**src/rtl/irq_trig_pkg.sv**
```systemverilog
package irq_trig_pkg;

    localparam int ADDR_W   = 6;
    localparam int SLOT_W   = ADDR_W - 2;
    localparam int NUM_BANK = 7;

    typedef enum logic [2:0] {
        TRIG_OFF  = 3'b000,
        TRIG_RISE = 3'b001,
        TRIG_FALL = 3'b010,
        TRIG_BOTH = 3'b011,
        TRIG_HIGH = 3'b101,
        TRIG_LOW  = 3'b110
    } trig_mode_e;

    localparam logic [SLOT_W-1:0] SLOT_CFG0  = 4'd0;
    localparam logic [SLOT_W-1:0] SLOT_CFG1  = 4'd1;
    localparam logic [SLOT_W-1:0] SLOT_CFG2  = 4'd2;
    localparam logic [SLOT_W-1:0] SLOT_SRC   = 4'd3;
    localparam logic [SLOT_W-1:0] SLOT_ROUTE = 4'd4;
    localparam logic [SLOT_W-1:0] SLOT_WAKE  = 4'd5;
    localparam logic [SLOT_W-1:0] SLOT_EN    = 4'd6;
    localparam logic [SLOT_W-1:0] SLOT_RCAP  = 4'd7;
    localparam logic [SLOT_W-1:0] SLOT_FCAP  = 4'd8;
    localparam logic [SLOT_W-1:0] SLOT_PEND0 = 4'd9;
    localparam logic [SLOT_W-1:0] SLOT_PEND1 = 4'd10;
    localparam logic [SLOT_W-1:0] SLOT_TEST  = 4'd11;

    localparam logic [1:0] OP_READ = 2'd0;
    localparam logic [1:0] OP_SET  = 2'd1;
    localparam logic [1:0] OP_CLR  = 2'd2;
    localparam logic [1:0] OP_LOAD = 2'd3;

    function automatic logic [ADDR_W-1:0] word_addr(logic [SLOT_W-1:0] slot, logic [1:0] op);
        return {slot, op};
    endfunction

endpackage

```
**src/rtl/irq_ctl_regs.sv**
```systemverilog
module irq_ctl_regs
    import irq_trig_pkg::*;
#(
    parameter int N = 32
) (
    input  logic                           clk,
    input  logic                           rst_n,
    input  logic                           we,
    input  logic [ADDR_W-1:0]              addr,
    input  logic [N-1:0]                   wdata,
    output logic [NUM_BANK-1:0][N-1:0]     bank_o,
    output logic [N-1:0]                   test_o
);

    logic [SLOT_W-1:0] slot;
    logic [1:0]        op;

    assign slot = addr[ADDR_W-1:2];
    assign op   = addr[1:0];

    // Set/clear words; source and route come out of reset as all ones
    for (genvar k = 0; k < NUM_BANK; k++) begin : g_bank
        localparam bit ONES_AT_RST = (k == int'(SLOT_SRC)) || (k == int'(SLOT_ROUTE));
        logic [N-1:0] word_q;
        logic         hit;

        assign hit = we && (slot == SLOT_W'(k));

        always_ff @(posedge clk or negedge rst_n) begin
            if (!rst_n) begin
                word_q <= ONES_AT_RST ? {N{1'b1}} : {N{1'b0}};
            end else if (hit) begin
                if (op == OP_SET) begin
                    word_q <= word_q | wdata;
                end else if (op == OP_CLR) begin
                    word_q <= word_q & ~wdata;
                end
            end
        end

        assign bank_o[k] = word_q;
    end

    always_ff @(posedge clk or negedge rst_n) begin
        if (!rst_n) begin
            test_o <= '0;
        end else if (we && slot == SLOT_TEST && op == OP_LOAD) begin
            test_o <= wdata;
        end
    end

endmodule

```
**src/rtl/irq_edge_sync.sv**
```systemverilog
module irq_edge_sync #(
    parameter int N      = 32,
    parameter int STAGES = 2
) (
    input  logic         clk,
    input  logic         rst_n,
    input  logic [N-1:0] raw_in,
    output logic [N-1:0] lvl_o,
    output logic [N-1:0] rose_o,
    output logic [N-1:0] fell_o
);

    // STAGES synchronizer flops plus one history flop for edge detection
    localparam int DEPTH = STAGES + 1;

    logic [DEPTH-1:0][N-1:0] pipe_q;

    always_ff @(posedge clk or negedge rst_n) begin
        if (!rst_n) begin
            pipe_q <= '0;
        end else begin
            pipe_q[0] <= raw_in;
            for (int s = 1; s < DEPTH; s++) begin
                pipe_q[s] <= pipe_q[s-1];
            end
        end
    end

    assign lvl_o  = pipe_q[STAGES-1];
    assign rose_o = pipe_q[STAGES-1] & ~pipe_q[STAGES];
    assign fell_o = ~pipe_q[STAGES-1] & pipe_q[STAGES];

endmodule

```
**src/rtl/irq_trig_eval.sv**
```systemverilog
module irq_trig_eval
    import irq_trig_pkg::*;
#(
    parameter int N = 32
) (
    input  logic         clk,
    input  logic         rst_n,
    input  logic [N-1:0] mode0,
    input  logic [N-1:0] mode1,
    input  logic [N-1:0] mode2,
    input  logic [N-1:0] lvl,
    input  logic [N-1:0] rose,
    input  logic [N-1:0] fell,
    input  logic [N-1:0] rclr,
    input  logic [N-1:0] fclr,
    output logic [N-1:0] rcap_o,
    output logic [N-1:0] fcap_o,
    output logic [N-1:0] active_o
);

    for (genvar i = 0; i < N; i++) begin : g_line
        trig_mode_e md;
        logic       rise_en;
        logic       fall_en;
        logic       lvl_act;
        logic       rc_q;
        logic       fc_q;

        assign md = trig_mode_e'({mode2[i], mode1[i], mode0[i]});

        // Undefined codes fall into the default arm: no capture, never active
        always_comb begin
            rise_en = 1'b0;
            fall_en = 1'b0;
            lvl_act = 1'b0;
            case (md)
                TRIG_RISE: rise_en = 1'b1;
                TRIG_FALL: fall_en = 1'b1;
                TRIG_BOTH: begin
                    rise_en = 1'b1;
                    fall_en = 1'b1;
                end
                TRIG_HIGH: lvl_act = lvl[i];
                TRIG_LOW:  lvl_act = ~lvl[i];
                default:   lvl_act = 1'b0;
            endcase
        end

        // A fresh edge outranks a clear in the same cycle
        always_ff @(posedge clk or negedge rst_n) begin
            if (!rst_n) begin
                rc_q <= 1'b0;
                fc_q <= 1'b0;
            end else begin
                rc_q <= (rose[i] & rise_en) | (rc_q & ~rclr[i]);
                fc_q <= (fell[i] & fall_en) | (fc_q & ~fclr[i]);
            end
        end

        assign rcap_o[i]   = rc_q;
        assign fcap_o[i]   = fc_q;
        assign active_o[i] = lvl_act | (rise_en & rc_q) | (fall_en & fc_q);
    end

endmodule

```
**src/rtl/irq_trigger_ctrl.sv**
```systemverilog
module irq_trigger_ctrl
    import irq_trig_pkg::*;
#(
    parameter int N = 32
) (
    input  logic              clk,
    input  logic              rst_n,
    input  logic [N-1:0]      irq_in,
    input  logic              bus_we,
    input  logic [ADDR_W-1:0] bus_addr,
    input  logic [N-1:0]      bus_wdata,
    output logic [N-1:0]      bus_rdata,
    output logic              req0_o,
    output logic              req1_o,
    output logic              wake_o
);

    logic [NUM_BANK-1:0][N-1:0] bank;
    logic [N-1:0] test_q;
    logic [N-1:0] cfg0_q, cfg1_q, cfg2_q, src_q, route_q, wake_q, en_q;
    logic [N-1:0] lvl, rose, fell;
    logic [N-1:0] rclr, fclr;
    logic [N-1:0] rcap, fcap, active;
    logic [N-1:0] pend0, pend1;
    logic [SLOT_W-1:0] slot;
    logic [1:0]        op;

    assign slot = bus_addr[ADDR_W-1:2];
    assign op   = bus_addr[1:0];

    irq_ctl_regs #(.N(N)) u_regs (
        .clk    (clk),
        .rst_n  (rst_n),
        .we     (bus_we),
        .addr   (bus_addr),
        .wdata  (bus_wdata),
        .bank_o (bank),
        .test_o (test_q)
    );

    assign cfg0_q  = bank[SLOT_CFG0];
    assign cfg1_q  = bank[SLOT_CFG1];
    assign cfg2_q  = bank[SLOT_CFG2];
    assign src_q   = bank[SLOT_SRC];
    assign route_q = bank[SLOT_ROUTE];
    assign wake_q  = bank[SLOT_WAKE];
    assign en_q    = bank[SLOT_EN];

    irq_edge_sync #(.N(N), .STAGES(2)) u_sync (
        .clk    (clk),
        .rst_n  (rst_n),
        .raw_in (irq_in),
        .lvl_o  (lvl),
        .rose_o (rose),
        .fell_o (fell)
    );

    assign rclr = (bus_we && slot == SLOT_RCAP && op == OP_CLR) ? bus_wdata : '0;
    assign fclr = (bus_we && slot == SLOT_FCAP && op == OP_CLR) ? bus_wdata : '0;

    irq_trig_eval #(.N(N)) u_eval (
        .clk      (clk),
        .rst_n    (rst_n),
        .mode0    (cfg0_q),
        .mode1    (cfg1_q),
        .mode2    (cfg2_q),
        .lvl      (lvl),
        .rose     (rose),
        .fell     (fell),
        .rclr     (rclr),
        .fclr     (fclr),
        .rcap_o   (rcap),
        .fcap_o   (fcap),
        .active_o (active)
    );

    assign pend0  = active & en_q & route_q;
    assign pend1  = active & en_q & ~route_q;
    assign req0_o = |pend0;
    assign req1_o = |pend1;
    assign wake_o = |(active & wake_q);

    always_comb begin
        bus_rdata = '0;
        if (op == OP_READ) begin
            case (slot)
                SLOT_CFG0:  bus_rdata = cfg0_q;
                SLOT_CFG1:  bus_rdata = cfg1_q;
                SLOT_CFG2:  bus_rdata = cfg2_q;
                SLOT_SRC:   bus_rdata = src_q;
                SLOT_ROUTE: bus_rdata = route_q;
                SLOT_WAKE:  bus_rdata = wake_q;
                SLOT_EN:    bus_rdata = en_q;
                SLOT_RCAP:  bus_rdata = rcap;
                SLOT_FCAP:  bus_rdata = fcap;
                SLOT_PEND0: bus_rdata = pend0;
                SLOT_PEND1: bus_rdata = pend1;
                SLOT_TEST:  bus_rdata = test_q;
                default:    bus_rdata = '0;
            endcase
        end
    end

endmodule

```
**config.mk**
```make
export PLATFORM = sky130hd
export DESIGN_NAME = irq_trigger_ctrl
export DESIGN_NICKNAME = d
export VERILOG_FILES = /design/src/rtl/irq_trig_pkg.sv /design/src/rtl/irq_ctl_regs.sv /design/src/rtl/irq_edge_sync.sv /design/src/rtl/irq_trig_eval.sv /design/src/rtl/irq_trigger_ctrl.sv
export SDC_FILE = /design/constraint.sdc
export NUM_CORES = 1
export LEC_CHECK = 0
export ABC_CLOCK_PERIOD_IN_PS = 2920
export BUFFER_PORTS_ARGS = -buffer_cell sky130_fd_sc_hd__buf_2
export CORE_AREA = 2 2 264 201
export CTS_CLUSTER_DIAMETER = 200
export CTS_CLUSTER_SIZE = 30
export DETAILED_ROUTE_END_ITERATION = 10
export DIE_AREA = 0 0 266 203
export HOLD_SLACK_MARGIN = 0.12
export PLACE_DENSITY_LB_ADDON = 0.25
export SKIP_LAST_GASP = 1
export SLEW_MARGIN = 20
export SYNTH_ARGS = -nofsm -noshare
export SYNTH_HDL_FRONTEND = slang
export SYNTH_SLANG_ARGS = --single-unit
```
**constraint.sdc**
```tcl
create_clock -name clk -period 2.92 [get_ports clk]
set_clock_uncertainty 0.1 [all_clocks]
set_input_delay 0.584 -clock clk [delete_from_list [all_inputs] [get_ports clk]]
set_output_delay 0.584 -clock clk [all_outputs]
set_load 0.05 [all_outputs]
```
# Yosys cells after proc, flatten, opt, wreduce, memory -nomap -nowiden
# Cells that the tools add are included.
# op_classes
eq_ne,174
n_mux,114
n_bitwise,440
n_reduce_logical,90
# op_table
operator,count
2-to-1 mux 32 bit,17
AND 32 bit,13
case mux 32 bit (12 select lines),1
OR 32 bit,7
AND 1 bit,192
== test 3 x 2 -> 1 bit (second input constant),64
== test 3 bit (second input constant),64
NOT 32 bit,4
OR 1 bit,128
OR reduction 2 bit,64
== test 3 x 1 -> 1 bit (second input constant),32
NOT 1 bit,96
OR reduction 32 bit,3
2-to-1 mux 1 bit,64
case mux 1 bit (2 select lines),32
== test 4 x 3 -> 1 bit (second input constant),4
== test 4 bit (second input constant),4
AND reduction 2 bit,7
logical AND 1 bit,13
== test 4 x 2 -> 1 bit (second input constant),2
== test 2 bit (second input constant),2
== test 4 x 1 -> 1 bit (second input constant),1
zero test 4 bit,1
== test 2 x 1 -> 1 bit (second input constant),1
2 further kinds,2
# word_totals
reg_bits,416
out_inout_bits,35
wordCells,893

# Depth between registers and ports, before layout
# Gate-level depths: netlist of run 1.
# logic_depth
word_depth,10
mapped_depth,9
ltp_nobuf,6

# Modules after synthesis
# From an unflattened synthesis of run 1, not the netlist that was laid out.
# hier_totals
hier_cells,2206
area_unflattened_um2,23318.6
# by_module_without_submodules
mod,n_inst,cells_per_inst,area_each_um2,seq_area_each_um2
irq_ctl_regs,1,856,11182.0,6486.2
irq_trigger_ctrl,1,657,4593.2,0.0
irq_trig_eval,1,501,4340.4,1601.5
irq_edge_sync,1,192,3203.1,2402.3

# Worst setup path before layout of run 1
# Ideal clock, no wire load.
# synth_timing
path_type,input -> output
from,in bus_addr[3]
to,out bus_rdata[10]
arrival_ns,2.602
t_required_ns,2.236
setup_slack_ns,-0.366
path_stages,7
path_buffers,3
cell_sequence,buf_2 > nand2b_4 > nor3_2 > buf_2 > clkbuf_1 > a221oi_1 > a31oi_1
# synth_between
elab_chain_len,3
# synth_rtl
element,line_no,source
from (decl),irq_trigger_ctrl.sv:10,"input logic [ADDR_W-1:0] bus_addr,"
== test 4 bit (tied with other cells),irq_trigger_ctrl.sv:86,case (slot)
case mux 32 bit (12 select lines) *,irq_trigger_ctrl.sv:86,
2-to-1 mux 32 bit *,irq_trigger_ctrl.sv:85,if (op == OP_READ) begin
to (decl),irq_trigger_ctrl.sv:12,"output logic [N-1:0] bus_rdata,"
# Every way passes the cells marked *; elsewhere a longest branch is shown, timed or not.

==> metrics.md, run 1 <==
| Metric | Value |
|---|---|
| Status | `complete, but fails checks` |
| Violated checks | `setup timing` |
| Slew Limit Fails | `0` |
| Synth Net Count | `a little under 2000` |
| Root Buffer | `clkbuf_16` |
| CTS buffer count | `17` |
| Average cell area after synthesis | `about 11 um^2` |
| DRC | `0` |
| Unique masters post-synth | `51` |
| WP buf/inv | `2` |
| Synthesized instance count | `about 1900` |
| Flip-flop and latch count after synthesis | `416` |
| Die span in y | `between 200 and 250 um` |
| Mapped Area | `between 20000 and 25000 um^2` |
| Register Area | `roughly 11000 um^2` |
| Clock power frac | `0.223` |
| Final Hold Viols | `0` |
| Sequential Power Share | `0.526` |
| Worst Max-Slew Pin Slew | `about 0.55 ns` |
| Boundary Pins | `between 100 and 150` |
| First-pass DRT Iterations | `7` |
| Final period util | `1.20` |
| Slowest stage delay, CP | `0.47 ns` |
| Ys flop type | `dfrtp_1` |
| Most frequent cells after synthesis | `nand2_1 (382), dfrtp_1 (352), mux2_2 (148)` |
| Fin nets | `~2400` |
| CP max-delay cell | `dfrtp_2` |
| Die Wd | `~270 um` |
| Post-route insts no fill | `between 2000 and 3000` |
| Top cell type's share of synthesized area | `0.434` |
| Final setup viols | `30` |
| Max Cap Viol | `0` |
| Setup repair after global routing missed its margin | `yes` |
| Max Root-Sink Buffers | `3` |
| Syn. warnings | `0` |
| Area of the multi-input gates | `~11000 um^2` |
| Starting Density | `0.396` |
| P&R area growth vs syn | `36.6%` |
| Async set-or-reset flop fraction in the synthesized netlist | `1.00` |
| Ranking of synthesized cells by area | `dfrtp_1 (43%), dfstp_2 (8.3%), mux2_2 (8.2%)` |
| Initial antenna violation count | `0` |
| Worst vdd ir | `about 0.38 mV` |
| Vias post-DR | `17600` |
| Pwr/cell area | `about 500 nW/um^2` |
| Worst setup SP type | `flop` |
| Routed WL | `between 70 and 80 mm` |
| Switching Share | `0.308` |
| Max FO, Critical Path | `5` |
| DR iter-0 viols | `1878` |
| Register area share after synthesis | `0.517` |
| Psw | `4310 uW` |
| Crit path required time | `2.24 ns` |
| DR vias/cell | `approximately 6.0` |
| Min setup slack post-route | `-0.578 ns` |
| Crit path max-delay family | `compound AO/OA/AOI/OAI gates` |
| Comb pwr share | `0.250` |
| CTS tree | `yes` |
| Fmax | `about 290 MHz` |
| # clock sinks | `approximately 420` |
| H-Tree Depth | `1` |
| Reg2Reg Setup Slack | `1.64 ns` |
| Hold Crit Class | `reg2reg` |
| Global-route congestion overflow total | `0` |
| Ratio of cells with drive above 1 in the final layout | `0.421` |
| Vias in the first global route | `18000` |
| WHS | `around 0.26 ns` |
| Area leader, netlist | `dfrtp_1` |
| Detailed Place HPWL | `47.4 mm` |
| Leakage | `around 0.012 uW` |
| Final Instance Area | `~28000 um^2` |
| First-pass GRT wire length | `~110 mm` |
| Antenna Nets Post-Route | `0` |
| Critical-path cell list | `a221oi_4 -> a31oi_4 -> a32oi_4 -> o221ai_2 -> nor4_4 -> buf_4 -> nand4_1 -> buf_6` |
| Crit. End Element | `output port` |
| WS Path Type | `reg2out` |
| Relative slew slack | `0.635` |
| Port bufs | `around 110` |
| ANT cells | `0` |
| Wirelength per Cell | `24.4 um` |
| Placer Congestion | `between 0.8 and 0.9` |
| Count leader, synth | `nand2_1` |
| Fillers | `around 4400` |
| EDFF count, synth | `0` |
| Largest net degree at the start of global routing | `97` |
| Internal power | `9670 uW` |
| Tot GR Track Use | `0.262` |
| Arr. time, crit path | `2.81 ns` |
| Core area | `~50000 um^2` |
| Die Footprint | `around 54000 um^2` |
| Placement Cell Area | `about 25000 um^2` |
| Inst Count DP | `2795` |
| Clk_lat worst skew | `around 0.56 ns` |
| Final min period | `between 3 and 4 ns` |
| Row cnt | `a little over 70` |
| Clock transition at path regs | `0.12 ns` |
| Sum Neg Setup Slack | `-4.15 ns` |
layout make-up:
cell class / instances / area share
clock buffer: 28 / 0.0168
inverter: 9 / 0.00122
timing repair buffer: 549 / 0.184
sequential: 416 / 0.380
tap: 666 / 0.0301
clock inverter: 2 / 0.00140
multi-input combinational: 1283 / 0.387
metal layers:
metal	global-route usage	wire, um
met1	0.375	32100
met2	0.412	32600
met3	0.0460	5420
met4	0.0692	1950
met5	0	0
timing repair:
action | 4_1_cts | 5_1_grt
endpoints found under the setup margin | 35 | 35
buffers inserted | 74 | 21
hold buffers | 33 | 0
gates resized for setup | 196 | 92
pin swaps | 74 | 47
hold endpoints to repair | 66 | 0
cloned | 2 | 3
power groups by stage:
| stage | Clock [uW] | Combinational [uW] | Sequential [uW] |
|---|---|---|---|
| after global routing | 3390 | 3710 | 7450 |
| after detailed placement | 0 | 2850 | 7340 |
| after floorplan | 0 | 1290 | 7180 |
| after global placement | 0 | 2780 | 7310 |
| after CTS | 3190 | 3320 | 7270 |
| final | 3120 | 3500 | 7360 |
through the flow:
stage / power, uW / utilization / setup WS, ns
2_1_floorplan: 8470 / - / -0.121
3_3_place_gp: 10100 / 0.481 / -0.325
3_5_place_dp: 10200 / 0.481 / -0.292
4_1_cts: 13800 / 0.529 / -0.576
5_1_grt: 14500 / 0.541 / -0.654
6_report: 14000 / 0.541 / -0.578
final timing paths:
kind / depth (start not counted) / to / from
hold / removal: 0 / u_sync.lvl_o[15]$_DFF_PN0_ / u_sync.pipe_q[15]$_DFF_PN0_
hold reg to reg: 0 / u_sync.lvl_o[15]$_DFF_PN0_ / u_sync.pipe_q[15]$_DFF_PN0_
max in group asynchronous: 3 / asynchronous set/reset pin / rst_n
setup / recovery: 8 / req1_o / flop
min in group asynchronous: 2 / u_sync.lvl_o[2]$_DFF_PN0_ / rst_n
setup reg to reg: 4 / flop / flop
layout by cell type, fill, tap and decap left out, types with 5 or more instances in the layout:
cell and n:
clkbuf_16 19, nand3_2 18, nor4bb_1 62, nand2_1 377, buf_6 43, nor2_1 6, a31oi_4 47, dfstp_2 64
nor3_4 5, or3b_2 5, a22o_1 29, o21ai_0 31, nand3b_1 32, a21o_1 62, nand4_1 10, or3b_4 26
nand3_4 11, a22oi_2 8, a31oi_1 13, mux2_2 148, mux2_1 108, dfrtp_1 330, buf_2 69, a221oi_2 32
o22ai_1 9, dlygate4sd3_1 33, clkbuf_1 11, buf_8 5, buf_12 65, inv_1 9, dfrtp_2 22, nor2b_1 6
a22oi_1 73, and3_1 13, a221oi_1 54, nand3_1 29, buf_4 331, a21oi_1 6
logic make-up after synthesis:
logic type,synth area share
multiplexers,0.143
AO/OA/AOI/OAI,0.143
buffers and inverters,0.0315
flip-flops,0.517
AND/OR/NAND/NOR,0.163
adder cells (fa/ha/maj),0.00247
worst register-to-register path, delay by kind of cell (launching register included):
family                 cells  cell delay [ns]
multiplexers               1             0.25
buffers and inverters      3             0.39
flip-flops                 1             0.43
(Power assumes the default switching activity.)
==> run 2, diff against run 1 <==
--- a/config.mk
+++ b/config.mk
@@ -14,6 +14,7 @@
 export DIE_AREA = 0 0 266 203
 export HOLD_SLACK_MARGIN = 0.12
 export PLACE_DENSITY_LB_ADDON = 0.25
+export REMOVE_ABC_BUFFERS = 1
 export SKIP_LAST_GASP = 1
 export SLEW_MARGIN = 20
 export SYNTH_ARGS = -nofsm -noshare
==> run 2 against run 1 <==
Net effect:
- the run still ends with setup timing left
- cell area grew 0.67%
- hold slack lost 0.013 ns
- sequential share of layout area shrank 0.27 points
- critical path type unchanged
- die area is the same
- combinational power grew 1%
- largest power group unchanged
- clock-buffer cell count grew 1
- core utilization grew 0.36 points
- power shrank 0.52%
==> metrics.md, run 2 (synthesis results as in run 1) <==
| Metric | Value |
|---|---|
| Status | `complete, but fails checks` |
| Violated checks | `setup timing` |
| Final setup viols | `29` |
| H-Tree Depth | `1` |
| Largest net degree at the start of global routing | `76` |
| Relative slew slack | `0.510` |
| Tot GR Track Use | `0.254` |
| Final Hold Viols | `0` |
| Max Cap Viol | `0` |
| Critical-path cell list | `a221oi_1 -> a31oi_4 -> a22oi_1 -> buf_4 -> nand4_1 -> or4_4 -> buf_8` |
| Detailed Place HPWL | `44.9 mm` |
| # clock sinks | `416` |
| Setup repair after global routing missed its margin | `yes` |
| Fillers | `~4300` |
| Most frequent cells in the layout | `nand2_1 (376), buf_4 (346), dfrtp_1 (334), mux2_2 (148), mux2_1 (108)` |
| Worst Max-Slew Pin Slew | `around 0.74 ns` |
| Crit. End Element | `output port` |
| Global-route congestion overflow total | `0` |
| Register Area | `~11000 um^2` |
| First-pass GRT wire length | `between 100 and 150 mm` |
| Pre-CTS setup slack | `-0.288 ns` |
| Core area | `just over 50000 um^2` |
| Post-route insts no fill | `a little under 3000` |
| WS Path Type | `reg2out` |
| Vias in the first global route | `approximately 17000` |
| Worst vdd ir | `roughly 0.46 mV` |
| Min setup slack post-route | `-0.554 ns` |
| DR vias/cell | `a little under 6` |
| Boundary Pins | `around 110` |
| Die Wd | `approximately 270 um` |
| Starting Density | `0.396` |
| Wirelength per Cell | `between 20 and 25 um` |
| DR iter-0 viols | `between 1500 and 2000` |
| First-pass DRT Iterations | `5` |
| Commonest non-fill, non-tap cell in the layout | `nand2_1` |
| Final min period | `3.47 ns` |
| Area of the multi-input gates | `approximately 11000 um^2` |
| Leakage | `roughly 0.012 uW` |
| Port bufs | `around 110` |
| Die Footprint | `approximately 54000 um^2` |
| Hold Crit Class | `reg2reg` |
| Initial antenna violation count | `2` |
| Antenna Nets Post-Route | `0` |
| Slew Limit Fails | `0` |
| Max FO, Critical Path | `4` |
| Pwr/cell area | `499 nW/um^2` |
| Vias post-DR | `17600` |
| CTS tree | `yes` |
| Max Root-Sink Buffers | `3` |
| Root Buffer | `clkbuf_16` |
| Utilization after layout | `0.545` |
| Worst setup SP type | `flop` |
| CP max-delay cell | `or4_4` |
| Row cnt | `approximately 70` |
| Placer Congestion | `0.890` |
| CTS buffer count | `17` |
| Die span in y | `roughly 200 um` |
| DRC | `0` |
| Clock transition at path regs | `between 0.1 and 0.15 ns` |
| Routed WL | `just over 70 mm` |
| Fin nets | `2377` |
| P&R area growth vs syn | `37.5%` |
| Ratio of cells with drive above 1 in the final layout | `0.427` |
| Fmax | `288 MHz` |
| Clk_lat worst skew | `between 0.5 and 0.6 ns` |
| Inst Count DP | `~2800` |
| Final period util | `1.19` |
| Slowest stage delay, CP | `a little under 0.6 ns` |
| ANT cells | `0` |
| Crit path required time | `between 2 and 2.5 ns` |
| Arr. time, crit path | `between 2 and 3 ns` |
==> run 2: cell count changes in the layout (fill, tap and decap cells not counted), sizes merged <==
| cell | change |
|---|---|
| buf | +23 |
| bufinv | -1 |
| clkbuf | +2 |
| inv | -1 |
==> run 2: worst max-delay path, delay by kind of cell (launching register included) <==
kind	cells	cell delay (ns)
buf+inv	2	0.35
flops	1	0.43
simple gates	2	0.72
compound gates	3	0.74
==> run 2: final cells by class <==
class,count,share of cell area
clock buffers,29,0.0176
well taps,666,0.0299
repair buffers,573,0.192
inverters,9,0.00121
multi-input cells,1283,0.382
flip-flops and latches,416,0.377
==> run 2: path summary, 6_finish.rpt <==
kind | startpoint | end | slack (ns) | depth (start not counted)
setup / recovery | flop | wake_o | -0.55 | 7
hold / removal | u_sync.pipe_q[2]$_DFF_PN0_ | u_sync.lvl_o[2]$_DFF_PN0_ | 0.25 | 0
setup reg to reg | flop | flop | 1.63 | 4
hold reg to reg | u_sync.pipe_q[2]$_DFF_PN0_ | u_sync.lvl_o[2]$_DFF_PN0_ | 0.25 | 0
max in group asynchronous | rst_n | asynchronous set/reset pin | 1.34 | 3
min in group asynchronous | rst_n | u_sync.lvl_o[9]$_DFF_PN0_ | 0.52 | 2
==> run 2: report_power, final <==
group          switching, uW  internal (uW)
sequential               721           6580
combinational           1630           1910
clock                   1880           1180
==> run 2: routing by layer <==
layer  GRT usage  share of wire  up-vias
met1       0.376           0.45     9076
met3      0.0520          0.087       99
met4      0.0425          0.020        4
li1            -              -     7757
met2       0.389           0.45      711
met5           0        0.00037        -
==> run 2: through the flow <==
step	hold WS, ns	setup TNS [ns]	instance area (um^2)	power, uW
global route	0.257	-6.53	27900	14500
finish	0.247	-4.27	27900	13900
CTS	0.256	-5.22	27100	13700
global placement	0.231	-2.78	24500	10100
detailed placement	0.235	-3.00	24500	10200
floorplan	0.188	-304.06	19700	8340
==> run 2: what timing repair did <==
action                                  CTS  global route
hold endpoints to repair                 81             0
gates resized for setup                 233           106
endpoints found under the setup margin   35            35
hold buffers                             33             0
pin swaps                                74            55
setup buffers                            69            31
gates cloned                              2             2
